[src/rtl/ddr_lat_pkg.sv]
package ddr_lat_pkg;
  localparam logic [2:0] CL_MIN = 3'd3;
  localparam logic [2:0] CL_MAX = 3'd5;
  localparam logic [2:0] AL_MAX = 3'd4;
  localparam int COL_W = 3;
  localparam int LAT_W = 4;
  localparam int DLY_DEPTH = int'(CL_MAX) + int'(AL_MAX);

  typedef struct packed {
    logic             vld;
    logic [COL_W-1:0] col;
  } slot_t;

  function automatic logic [LAT_W-1:0] rd_latency(input logic [2:0] al, input logic [2:0] cl);
    return {1'b0, al} + {1'b0, cl};
  endfunction

  function automatic logic cfg_legal(input logic [2:0] cl, input logic [2:0] al);
    return (cl >= CL_MIN) && (cl <= CL_MAX) && (al <= AL_MAX);
  endfunction

  // column offset of beat n for start column s
  function automatic logic [COL_W-1:0] beat_col(input logic [COL_W-1:0] s,
                                                input logic [COL_W-1:0] n,
                                                input logic bl8, input logic intl);
    logic [1:0] lo;
    lo = intl ? (s[1:0] ^ n[1:0]) : (s[1:0] + n[1:0]);
    return {bl8 & (s[2] ^ n[2]), lo};
  endfunction
endpackage

[src/rtl/ddr_lat_delay.sv]
module ddr_lat_delay
  import ddr_lat_pkg::*;
#(
  parameter int DEPTH = DLY_DEPTH,
  localparam int POS_W = $clog2(DEPTH)
) (
  input  logic             clk,
  input  logic             rst_n,
  input  logic             ins,
  input  logic [POS_W-1:0] ins_pos,
  input  logic [COL_W-1:0] ins_col,
  output slot_t            head,
  output logic             busy
);
  slot_t      sr [DEPTH];
  logic [DEPTH-1:0] vld_vec;

  for (genvar i = 0; i < DEPTH; i++) begin : g_stage
    slot_t nxt;
    always_comb begin
      if (ins && ins_pos == POS_W'(i)) nxt = '{vld: 1'b1, col: ins_col};
      else if (i < DEPTH - 1)          nxt = sr[(i < DEPTH - 1) ? i + 1 : i];
      else                             nxt = '0;
    end
    always_ff @(posedge clk) begin
      if (!rst_n) sr[i] <= '0;
      else        sr[i] <= nxt;
    end
    assign vld_vec[i] = sr[i].vld;
  end

  assign head = sr[0];
  assign busy = |vld_vec;
endmodule

[src/rtl/ddr_burst_eng.sv]
module ddr_burst_eng
  import ddr_lat_pkg::*;
(
  input  logic             clk,
  input  logic             rst_n,
  input  logic             start,
  input  logic [COL_W-1:0] start_col,
  input  logic             bl8,
  input  logic             intl,
  output logic             active,
  output logic [COL_W-1:0] beat_lo,
  output logic [COL_W-1:0] beat_hi
);
  logic [1:0]       cyc;
  logic [COL_W-1:0] col;
  logic [1:0]       last_cyc;

  assign last_cyc = bl8 ? 2'd3 : 2'd1;

  always_ff @(posedge clk) begin
    if (!rst_n) begin
      active <= 1'b0;
      cyc    <= '0;
      col    <= '0;
    end else if (start) begin
      active <= 1'b1;
      cyc    <= '0;
      col    <= start_col;
    end else if (active) begin
      if (cyc == last_cyc) active <= 1'b0;
      else                 cyc    <= cyc + 2'd1;
    end
  end

  assign beat_lo = active ? beat_col(col, {cyc, 1'b0}, bl8, intl) : '0;
  assign beat_hi = active ? beat_col(col, {cyc, 1'b1}, bl8, intl) : '0;
endmodule

[src/rtl/ddr_lat_pipe.sv]
module ddr_lat_pipe
  import ddr_lat_pkg::*;
(
  input  logic       clk,
  input  logic       rst_n,
  input  logic       cmd_valid,
  input  logic       cmd_write,
  input  logic [2:0] cmd_col,
  input  logic       cfg_load,
  input  logic [2:0] cfg_cl,
  input  logic [2:0] cfg_al,
  input  logic       cfg_bl8,
  input  logic       cfg_intl,
  output logic       rd_cap_en,
  output logic       wr_data_en,
  output logic       wr_dqs_en,
  output logic [2:0] beat_lo,
  output logic [2:0] beat_hi
);
  localparam int POS_W = $clog2(DLY_DEPTH);

  logic [2:0]       cl_q, al_q;
  logic             bl8_q, intl_q;
  logic [LAT_W-1:0] rl;
  logic [POS_W-1:0] rd_pos, wr_pos;
  slot_t            rd_head, wr_head;
  logic             rd_busy, wr_busy, rd_act, wr_act;
  logic             rd_start, wr_start, in_flight, cfg_apply;
  logic [2:0]       rd_lo, rd_hi, wr_lo, wr_hi;

  assign rl     = rd_latency(al_q, cl_q);
  assign rd_pos = POS_W'(rl - LAT_W'(1));
  assign wr_pos = POS_W'(rl - LAT_W'(2));

  assign in_flight = cmd_valid | rd_busy | wr_busy | rd_act | wr_act;
  assign cfg_apply = cfg_load & ~in_flight & cfg_legal(cfg_cl, cfg_al);

  always_ff @(posedge clk) begin
    if (!rst_n) begin
      cl_q   <= CL_MIN;
      al_q   <= '0;
      bl8_q  <= 1'b0;
      intl_q <= 1'b0;
    end else if (cfg_apply) begin
      cl_q   <= cfg_cl;
      al_q   <= cfg_al;
      bl8_q  <= cfg_bl8;
      intl_q <= cfg_intl;
    end
  end

  ddr_lat_delay #(.DEPTH(DLY_DEPTH)) u_rd_dly (
    .clk(clk), .rst_n(rst_n), .ins(cmd_valid & ~cmd_write), .ins_pos(rd_pos),
    .ins_col(cmd_col), .head(rd_head), .busy(rd_busy));

  ddr_lat_delay #(.DEPTH(DLY_DEPTH)) u_wr_dly (
    .clk(clk), .rst_n(rst_n), .ins(cmd_valid & cmd_write), .ins_pos(wr_pos),
    .ins_col(cmd_col), .head(wr_head), .busy(wr_busy));

  assign rd_start = rd_head.vld;
  assign wr_start = wr_head.vld;

  ddr_burst_eng u_rd_eng (
    .clk(clk), .rst_n(rst_n), .start(rd_start), .start_col(rd_head.col),
    .bl8(bl8_q), .intl(intl_q), .active(rd_act), .beat_lo(rd_lo), .beat_hi(rd_hi));

  ddr_burst_eng u_wr_eng (
    .clk(clk), .rst_n(rst_n), .start(wr_start), .start_col(wr_head.col),
    .bl8(bl8_q), .intl(intl_q), .active(wr_act), .beat_lo(wr_lo), .beat_hi(wr_hi));

  assign rd_cap_en  = rd_act;
  assign wr_data_en = wr_act;
  assign wr_dqs_en  = wr_act | wr_start;
  assign beat_lo    = rd_act ? rd_lo : wr_lo;
  assign beat_hi    = rd_act ? rd_hi : wr_hi;
endmodule

[config.mk]
export PLATFORM = sky130hd
export DESIGN_NAME = ddr_lat_pipe
export DESIGN_NICKNAME = d
export VERILOG_FILES = /design/src/rtl/ddr_lat_pkg.sv /design/src/rtl/ddr_lat_delay.sv /design/src/rtl/ddr_burst_eng.sv /design/src/rtl/ddr_lat_pipe.sv
export SDC_FILE = /design/constraint.sdc
export NUM_CORES = 1
export LEC_CHECK = 0
export CORE_MARGIN = 2
export CORE_UTILIZATION = 59
export CTS_BUF_LIST = sky130_fd_sc_hd__clkbuf_16
export DETAILED_ROUTE_END_ITERATION = 6
export PLACE_DENSITY = 0.89
export RECOVER_POWER = 100
export SETUP_SLACK_MARGIN = 0.15
export SLEW_MARGIN = 20
export SYNTH_ARGS = -nofsm -noshare
export SYNTH_HDL_FRONTEND = slang
export SYNTH_SLANG_ARGS = --single-unit
[constraint.sdc]
create_clock -name clk -period 3.7 [get_ports clk]
set_clock_uncertainty 0.1 [all_clocks]
set_input_delay 0.74 -clock clk [delete_from_list [all_inputs] [get_ports clk]]
set_output_delay 0.74 -clock clk [all_outputs]
set_load 0.1 [all_outputs]
==> summary.txt, run 1 <==
Worst setup path
  • Critical Path RT: 3.85 ns
  • Setup Crit Path Kind: reg -> reg
  • Critical Path AT: 3.41 ns
  • Worst r2r src: cl_q[0]
  • Max FO, Critical Path: 13
  • Worst reg-to-reg setup slack: 0.44 ns
  • Critical Path Source Type: flip-flop
  • Reg2Reg Depth: 9
  • Reg2Reg Capture Point: u_wr_dly.sr[1][1]
  • Nature of the critical path endpoint: flip-flop

Die
  • # IOs: 25
  • Core area: 6870 um^2
  • Die ar.: 7850 um^2
  • Row cnt: 30
  • Die Y: 88.6 um
  • Initial core utilization: 61.5%
  • Die Width: 88.6 um

Worst hold path
  • Hold EP: u_rd_dly.sr[1][2]
  • Hold path cells: 2
  • Hold Path Class: reg -> reg
  • Worst hold start: u_rd_dly.sr[2][2]

Global route
  • Largest net degree at the start of global routing: 36
  • First-pass GRT wire length: 15.1 mm
  • Met1 usage: 31.5%
  • GR Overflow Total: 0
  • Initial antenna violation count: 0
  • GRT busiest layer: met2
  • Grt met2 use: 41.6%
  • Grt met3 use: 5.97%
  • Vias in the first global route: 3304
  • GR Util All Layers: 25.0%

STA
  • FMAX: 307 MHz
  • Least-Margin Pin Slew: 1.41 ns
  • Worst rel slew slack: 6.24%
  • Final Setup Violations: 0
  • Max Transition Viols Final: 0
  • Unrepaired setup endpoints after global routing: no
  • Tmin final: 3.26 ns
  • Final period util: 88.1%
  • Setup_tns: 0 ns
  • Setup ws final: 0.441 ns
  • Final hold vios: 0

Cells and area
  • Diodes inserted: 0
  • Final Core Density: 68.7%
  • Post-route cell area: 4720 um^2
  • Layout Nets: 504
  • Layout cells sized above 1: 7.00%
  • Area growth syn-to-layout: 11.8%

Yosys
  • Cells after synthesis: 477
  • Synth cell types: 46
  • Post-synth top area share: 43.6%
  • Commonest cells post-synth: dfxtp_1, a21oi_1, nand2_1
  • Syn Area/Cell: 8.85 um^2
  • Synth Flop Type: dfxtp_1
  • Number of synthesized flops with an enable pin: 0
  • Synth Cell Area: 4220 um^2
  • Ys Warns: 0
  • Ys async rst share: 0%
  • Syn nets: 499
  • Synthesized flop and latch total: 92
  • Most common cell in the netlist: dfxtp_1
  • Yosys top cell by area: dfxtp_1
  • Sequential-to-total area share from yosys stat: 43.6%
  • Synth area leaders: dfxtp_1, mux2i_1, a21oi_1

Placed design
  • Hpwl dp: 6.54 mm
  • Port bufs: 24
  • GP Congestion: 0.837
  • Area of placed instances: 4460 um^2
  • Dpl ws: 0.500 ns

Clock tree
  • Clk root buf: clkbuf_16
  • Worst-skew pair later-pin latency: 0.34 ns
  • Cts hold-fix bufs: 0
  • Num CTS Buffers: 9
  • CTS tree: done
  • Clock Path Buffers: 2
  • Clk sinks: 92
  • # resized after CTS: 0
  • Setup bufs post-CTS: 0
  • Clock-pin slew on the worst setup and hold paths: 0.07 ns
  • H-tree levels: 3

Detailed routing
  • WL/cell: 16.2 um
  • Via count: 3555
  • Remaining DRCs: 0
  • Post-DR vias/cell: 6.11
  • Routed WL: 9.43 mm
  • Iter 0 DRT Violations: 263
  • Antenna viol nets, final: 0
  • DRT Pass-1 Iters: 5

Power
  • PwrDens: 464 nW/um^2
  • Leakage power: 1.74 nW
  • Peak supply drop: 0.266 mV
  • Final Power: 2.19 mW

Flow run
  • Maximum Capacitance Violations: 0

Outcome
  • Status: finished clean
[worst max-delay path by stage]
| stage | startpoint | to | slack (ns) | cells past startpoint |
|---|---|---|---|---|
| 6_report | cl_q[0] | u_wr_dly.sr[1][1] | 0.44 | 9 |
| 5_1_grt | cl_q[0] | u_rd_dly.sr[6][1] | 0.22 | 9 |
| 4_1_cts | cl_q[0] | u_wr_dly.sr[1][1] | 0.51 | 9 |
| 3_5_place_dp | cl_q[0] | u_wr_dly.sr[1][1] | 0.50 | 9 |
| 3_3_place_gp | cl_q[0] | u_wr_dly.sr[7][2] | 0.70 | 9 |
| 2_1_floorplan | u_rd_eng.active | beat_lo[1] | 0.09 | 3 |
[cell families after synthesis]
logic type | share of synthesized area, %
compound gates | 17.8
flops | 43.6
simple gates | 21.7
mux | 7.59
buf+inv | 5.21
xor+xnor | 2.07
fa+ha+maj | 1.96
[per-stage QoR]
| stage | instances | hold slack, ns |
|---|---|---|
| 6_report | 582 | 0.339 |
| 5_1_grt | 582 | 0.352 |
| 4_1_cts | 582 | 0.339 |
| 3_5_place_dp | 567 | 0.336 |
| 3_3_place_gp | 567 | 0.325 |
| 2_1_floorplan | 477 | 0.324 |
[worst max-delay path: stages (launching register included)]
cell and delay, ns:
dfxtp_1 0.31, ha_1 0.23, fa_1 0.39, xor2_1 0.34
inv_1 0.19, ha_1 0.53, nand2_1 0.27, a2111oi_2 0.41
o21ai_0 0.20, a21oi_1 0.20
[power by group]
| group | switching [mW] | leakage, nW | internal [mW] |
|---|---|---|---|
| registers | 0.0161 | 0.743 | 1.01 |
| clock network | 0.387 | 0.143 | 0.528 |
| logic | 0.170 | 0.850 | 0.0778 |
[placed cells by master, fill, tap and decap left out, drive strengths merged, types with 4 or more instances in the layout]
cell type	count
and4	12
o21ai	46
mux2i	32
nor2b	6
nor4b	4
xor2	4
nor4	5
nand4	10
nand2	39
clkdlybuf4s50	13
nand3	33
ha	5
dfxtp	92
nor2	27
inv	23
nor3	13
a21oi	42
o2111ai	6
clkbuf	19
a2111oi	8
xnor2	6
[sequential cells by signal (all words and copies together), names as in the netlist]
signal and cells:
al_q 3, bl8_q 1, cl_q 3, intl_q 1, u_rd_dly.sr 36, u_rd_eng.active 1, u_rd_eng.col 3, u_rd_eng.cyc 2
u_wr_dly.sr 36, u_wr_eng.active 1, u_wr_eng.col 3, u_wr_eng.cyc 2
[metal layers]
| layer | up-vias | wire length, um |
|---|---|---|
| met4 | 0 | 215 |
| met2 | 146 | 4390 |
| li1 | 1738 | - |
| met5 | - | 0 |
| met3 | 25 | 560 |
| met1 | 1646 | 4270 |
[area by class of cell]
class,instances,area (um^2)
Timing Repair Buffer,28,223
Sequential cell,92,1840
Tap cell,96,120
Clock buffer,9,225
Inverter,20,75.1
Multi-Input combinational cell,331,2160
Fill cell,490,2150
Clock inverter,6,72.6
(Power assumes the default switching activity.)
==> run 2: changes to the inputs <==
--- a/config.mk
+++ b/config.mk
@@ -5,7 +5,6 @@
 export SDC_FILE = /design/constraint.sdc
 export NUM_CORES = 1
 export LEC_CHECK = 0
-export CORE_MARGIN = 2
 export CORE_UTILIZATION = 59
 export CTS_BUF_LIST = sky130_fd_sc_hd__clkbuf_16
 export DETAILED_ROUTE_END_ITERATION = 6
==> summary.txt, run 2 (synthesized netlist as in run 1, its figures left out) <==
Cells and area
  • Largest regs: u_rd_dly.sr (36), u_wr_dly.sr (36)
  • Diodes inserted: 0 (unchanged)
  • Commonest non-fill, non-tap cell in the layout: dfxtp_1
  • Layout Nets: 504 (unchanged)
  • Area growth syn-to-layout: 11.2%
  • Commonest cells after routing, fill and taps aside: dfxtp_1, o21ai_0, a21oi_1
  • Layout cells sized above 1: 6.79% (-0.21 points)

Worst setup path
  • Critical Path AT: 3.41 ns (about the same)
  • Setup Crit Path Kind: reg -> reg
  • Critical Path Source Type: flip-flop
  • Critical-path cell list: ha_1 > fa_1 > xor2_1 > inv_1 > ha_1 > inv_1 > a221oi_2 > o21ai_0 > mux2i_1
  • Critical Path RT: 3.80 ns (-0.05 ns)
  • Slowest-stage cell, CP: ha_1
  • Max FO, Critical Path: 14 (+1)
  • Critical Path Max Stage Delay: 0.47 ns (-0.06 ns)
  • Nature of the critical path endpoint: flip-flop

Clock tree
  • Worst-skew pair later-pin latency: 0.34 ns (about the same)
  • Clk sinks: 92 (unchanged)
  • Cts hold-fix bufs: 0 (unchanged)
  • Setup bufs post-CTS: 0 (unchanged)
  • H-tree levels: 3 (unchanged)
  • CTS tree: done
  • Num CTS Buffers: 9 (unchanged)
  • Clk root buf: clkbuf_16
  • # resized after CTS: 0 (unchanged)
  • Clock-pin slew on the worst setup and hold paths: 0.06 ns (about the same)
  • Clock Path Buffers: 2 (unchanged)

STA
  • Least-Margin Pin Slew: 1.30 ns (-0.104 ns)
  • Setup ws final: 0.391 ns (-0.0500 ns)
  • Final Setup Violations: 0 (unchanged)
  • Unrepaired setup endpoints after global routing: no
  • Final hold vios: 0 (unchanged)
  • Final period util: 89.4% (+1.4 points)
  • Max Transition Viols Final: 0 (unchanged)
  • Tmin final: 3.31 ns (+0.0500 ns)
  • Setup_tns: 0 ns (unchanged)
  • FMAX: 302 MHz (-1.5%)
  • Worst rel slew slack: 13.2% (+6.9 points)

Placed design
  • Port bufs: 24 (unchanged)
  • Dpl ws: 0.551 ns (+0.0511 ns)
  • Hpwl dp: 6.32 mm (-3.4%)
  • GP Congestion: 0.884 (+5.6%)

Detailed routing
  • Routed WL: 9.73 mm (+3.2%)
  • DRT Pass-1 Iters: 4 (-1)
  • Via count: 3621 (+1.9%)
  • WL/cell: 16.7 um (+3.2%)
  • Iter 0 DRT Violations: 352 (+34%)
  • Antenna viol nets, final: 0 (unchanged)
  • Post-DR vias/cell: 6.22 (+1.9%)
  • Remaining DRCs: 0 (unchanged)

Global route
  • GR Overflow Total: 0 (unchanged)
  • GR Util All Layers: 27.4% (+2.4 points)
  • Vias in the first global route: 3291 (-0.39%)
  • First-pass GRT wire length: 15.9 mm (+4.8%)
  • Initial antenna violation count: 0 (unchanged)
  • Largest net degree at the start of global routing: 34 (-5.6%)

Die
  • Initial core utilization: 61.5% (unchanged)
  • Die ar.: 7500 um^2 (-4.5%)
  • Die Y: 86.6 um (-2.3%)
  • # IOs: 25 (unchanged)
  • Row cnt: 30 (unchanged)
  • Die Width: 86.6 um (-2.3%)
  • Core area: 6870 um^2 (unchanged)

Worst hold path
  • Hold Path Class: reg -> reg

Outcome
  • Status: finished clean

Power
  • Peak supply drop: 0.390 mV (+46%)
  • Leakage power: 1.73 nW (-0.54%)
  • Final Power: 2.19 mW (about the same)
  • PwrDens: 466 nW/um^2 (+0.53%)

Flow run
  • Maximum Capacitance Violations: 0 (unchanged)
==> run 2: cell count changes in the layout (fill, tap and decap cells not counted) <==
| cell | change |
|---|---|
| a221oi_2 | +1 |
| a221oi_4 | -1 |
| buf_12 | -1 |
| clkbuf_1 | +1 |
| clkinv_4 | +1 |
| inv_6 | -1 |
==> run 2: final timing paths <==
kind | from | to | slack, ns | cells after the start
max | cl_q[0] | u_rd_dly.sr[5][2] | 0.39 | 9
min | u_rd_dly.sr[4][1] | u_rd_dly.sr[3][1] | 0.34 | 2
max reg2reg | cl_q[0] | u_rd_dly.sr[5][2] | 0.39 | 9
min reg2reg | u_rd_dly.sr[4][1] | u_rd_dly.sr[3][1] | 0.34 | 2
==> run 2: per-stage QoR <==
stage | area, um^2 | utilization (%) | hold slack (ns) | cells
floorplan | 4230 | - | 0.324 | 477
global placement | 4450 | 64.8 | 0.325 | 567
detailed placement | 4450 | 64.8 | 0.334 | 567
CTS | 4750 | 69.1 | 0.343 | 582
global route | 4690 | 68.3 | 0.355 | 582
finish | 4690 | 68.3 | 0.344 | 582
==> run 2: final cells by class <==
| cell class | count | area [um^2] |
|---|---|---|
| clock buffers | 9 | 225 |
| inverters | 20 | 75.1 |
| clock inverters | 6 | 72.6 |
| repair buffers | 28 | 206 |
| fillers | 522 | 2170 |
| multi-input cells | 331 | 2150 |
| well taps | 96 | 120 |
| flip-flops and latches | 92 | 1840 |
==> run 2: routing by layer <==
metal  vias up  part of all wire [%]  wire length [um]  global-route usage (%)
li1       1742                     -                 -                       -
met1      1721                    43              4170                    34.0
met2       142                    50              4830                    47.4
met3        16                   5.6               549                    4.95
met4         0                   1.9               185                    10.2
met5         -                     0                 0                       0
==> run 2: power by group <==
group	internal (mW)	switching, mW	total [mW]
Sequential	1.01	0.0164	1.03
Combinational	0.0765	0.169	0.245
Clock	0.526	0.389	0.916
==> run 2: worst max-delay path, delay by kind of cell (launching register included) <==
kind | cells | cell delay [ns]
buffers and inverters | 2 | 0.34
multiplexers | 1 | 0.21
flip-flops | 1 | 0.32
adder cells (fa/ha/maj) | 3 | 1.10
XOR/XNOR | 1 | 0.20
AO/OA/AOI/OAI | 2 | 0.89
==> run 3: changes to the inputs <==
--- a/config.mk
+++ b/config.mk
@@ -8,6 +8,7 @@
 export CORE_UTILIZATION = 59
 export CTS_BUF_LIST = sky130_fd_sc_hd__clkbuf_16
 export DETAILED_ROUTE_END_ITERATION = 6
+export MAX_ROUTING_LAYER = met4
 export PLACE_DENSITY = 0.89
 export RECOVER_POWER = 100
 export SETUP_SLACK_MARGIN = 0.15
==> summary.txt, run 3 (synthesized netlist as in run 1, its figures left out) <==
Flow run
  • Maximum Capacitance Violations: 0 (unchanged)

Worst setup path
  • Critical Path AT: 3.43 ns (+0.02 ns)
  • Critical path buffers and inverters: 2 (unchanged)
  • Critical-path cell list: ha_1 > fa_1 > xor2_1 > inv_1 > ha_1 > inv_1 > a221oi_2 > o21ai_0 > mux2i_1
  • Slowest-stage cell, CP: ha_1
  • Max FO, Critical Path: 14 (unchanged)
  • Setup Crit Path Kind: reg -> reg
  • Critical path's top delay family: adder cells
  • Critical Path Source Type: flip-flop
  • Nature of the critical path endpoint: flip-flop
  • Critical Path RT: 3.80 ns (about the same)
  • Critical Path Max Stage Delay: 0.48 ns (about the same)

Clock tree
  • Worst-skew pair later-pin latency: 0.34 ns (about the same)
  • CTS tree: done
  • Cts hold-fix bufs: 0 (unchanged)
  • Clock Path Buffers: 2 (unchanged)
  • Clk root buf: clkbuf_16
  • Num CTS Buffers: 9 (unchanged)
  • Setup bufs post-CTS: 0 (unchanged)
  • Clk sinks: 92 (unchanged)
  • # resized after CTS: 0 (unchanged)
  • H-tree levels: 3 (unchanged)
  • Clock-pin slew on the worst setup and hold paths: 0.07 ns (about the same)

Outcome
  • Status: finished clean

Die
  • Row cnt: 30 (unchanged)
  • Die Width: 86.6 um (unchanged)
  • Die ar.: 7500 um^2 (unchanged)
  • Die Y: 86.6 um (unchanged)
  • # IOs: 25 (unchanged)
  • Core area: 6870 um^2 (unchanged)
  • Initial core utilization: 61.5% (unchanged)

Power
  • Peak supply drop: 0.390 mV (about the same)
  • PwrDens: 466 nW/um^2 (about the same)
  • Final Power: 2.19 mW (about the same)
  • Leakage power: 1.73 nW (unchanged)

Global route
  • GR Overflow Total: 0 (unchanged)
  • Largest net degree at the start of global routing: 34 (unchanged)
  • Initial antenna violation count: 0 (unchanged)
  • GR Util All Layers: 28.2% (+0.84 points)
  • Grt met2 use: 47.3% (-0.14 points)
  • Vias in the first global route: 3279 (-0.36%)
  • First-pass GRT wire length: 15.9 mm (unchanged)
  • GRT busiest layer: met2
  • Grt met3 use: 4.95% (unchanged)
  • Met1 usage: 34.2% (+0.18 points)

Detailed routing
  • Antenna viol nets, final: 0 (unchanged)
  • Iter 0 DRT Violations: 370 (+5.1%)
  • Routed WL: 9.79 mm (+0.64%)
  • WL/cell: 16.8 um (+0.64%)
  • Remaining DRCs: 0 (unchanged)
  • Via count: 3643 (+0.61%)
  • Post-DR vias/cell: 6.26 (+0.61%)
  • DRT Pass-1 Iters: 5 (+1)

STA
  • Setup ws final: 0.371 ns (-0.0201 ns)
  • Final hold vios: 0 (unchanged)
  • FMAX: 300 MHz (-0.60%)
  • Setup_tns: 0 ns (unchanged)
  • Unrepaired setup endpoints after global routing: no
  • Final Setup Violations: 0 (unchanged)
  • Least-Margin Pin Slew: 1.30 ns (-0.00476 ns)
  • Final period util: 90.0% (+0.54 points)
  • Tmin final: 3.33 ns (+0.0201 ns)
  • Worst rel slew slack: 13.5% (+0.32 points)
  • Max Transition Viols Final: 0 (unchanged)

Cells and area
  • Layout cells sized above 1: 6.79% (unchanged)
  • Post-route cell area: 4690 um^2 (unchanged)
  • Largest regs: u_rd_dly.sr (36), u_wr_dly.sr (36)
  • Area growth syn-to-layout: 11.2% (unchanged)
  • Commonest non-fill, non-tap cell in the layout: dfxtp_1
  • Commonest cells after routing, fill and taps aside: dfxtp_1, o21ai_0, a21oi_1
  • Layout Nets: 504 (unchanged)
  • Diodes inserted: 0 (unchanged)
  • Fill count: 522 (unchanged)
  • Multi-input logic area: 2150 um^2 (unchanged)
  • FF+latch area: 1840 um^2 (unchanged)

Worst hold path
  • Hold Path Class: reg -> reg

Placed design
  • GP Congestion: 0.898 (+1.7%)
  • Area of placed instances: 4450 um^2 (unchanged)
  • Dpl ws: 0.551 ns (unchanged)
  • Hpwl dp: 6.32 mm (unchanged)
  • Port bufs: 24 (unchanged)
run 3: power by group:
group	total (mW)	leakage (nW)	switching, mW	internal [mW]
registers	1.03	0.743	0.0165	1.01
logic	0.246	0.841	0.169	0.0765
clock network	0.917	0.142	0.391	0.527
run 3: path summary, 6_finish.rpt:
check                         start                end  slack, ns  depth (start not counted)
setup reg to reg            cl_q[0]  u_rd_dly.sr[5][2]       0.37                          9
hold reg to reg   u_rd_dly.sr[4][1]  u_rd_dly.sr[3][1]       0.34                          2
setup / recovery            cl_q[0]  u_rd_dly.sr[5][2]       0.37                          9
hold / removal    u_rd_dly.sr[4][1]  u_rd_dly.sr[3][1]       0.34                          2
run 3: through the flow:
stage	hold slack, ns	utilization, %	instances
after floorplan	0.324	-	477
after global placement	0.325	64.8	567
after detailed placement	0.334	64.8	567
after CTS	0.343	69.1	582
after global routing	0.355	68.3	582
final	0.344	68.3	582
run 3: layout make-up:
cell class	count	area share (%)
multi-input combinational	331	45.9
timing repair buffer	28	4.40
clock buffer	9	4.80
clock inverter	6	1.55
sequential	92	39.2
inverter	20	1.60
tap	96	2.56
run 3: routing by layer:
layer	vias up	wire length, um
met3	19	565
met1	1743	4220
met4	0	172
li1	1733	-
met5	-	0
met2	148	4840
run 3: worst min-delay path, stage by stage (launching register included):
cell and delay [ns]:
dfxtp_1 0.30, nand2_1 0.05, mux2i_1 0.05
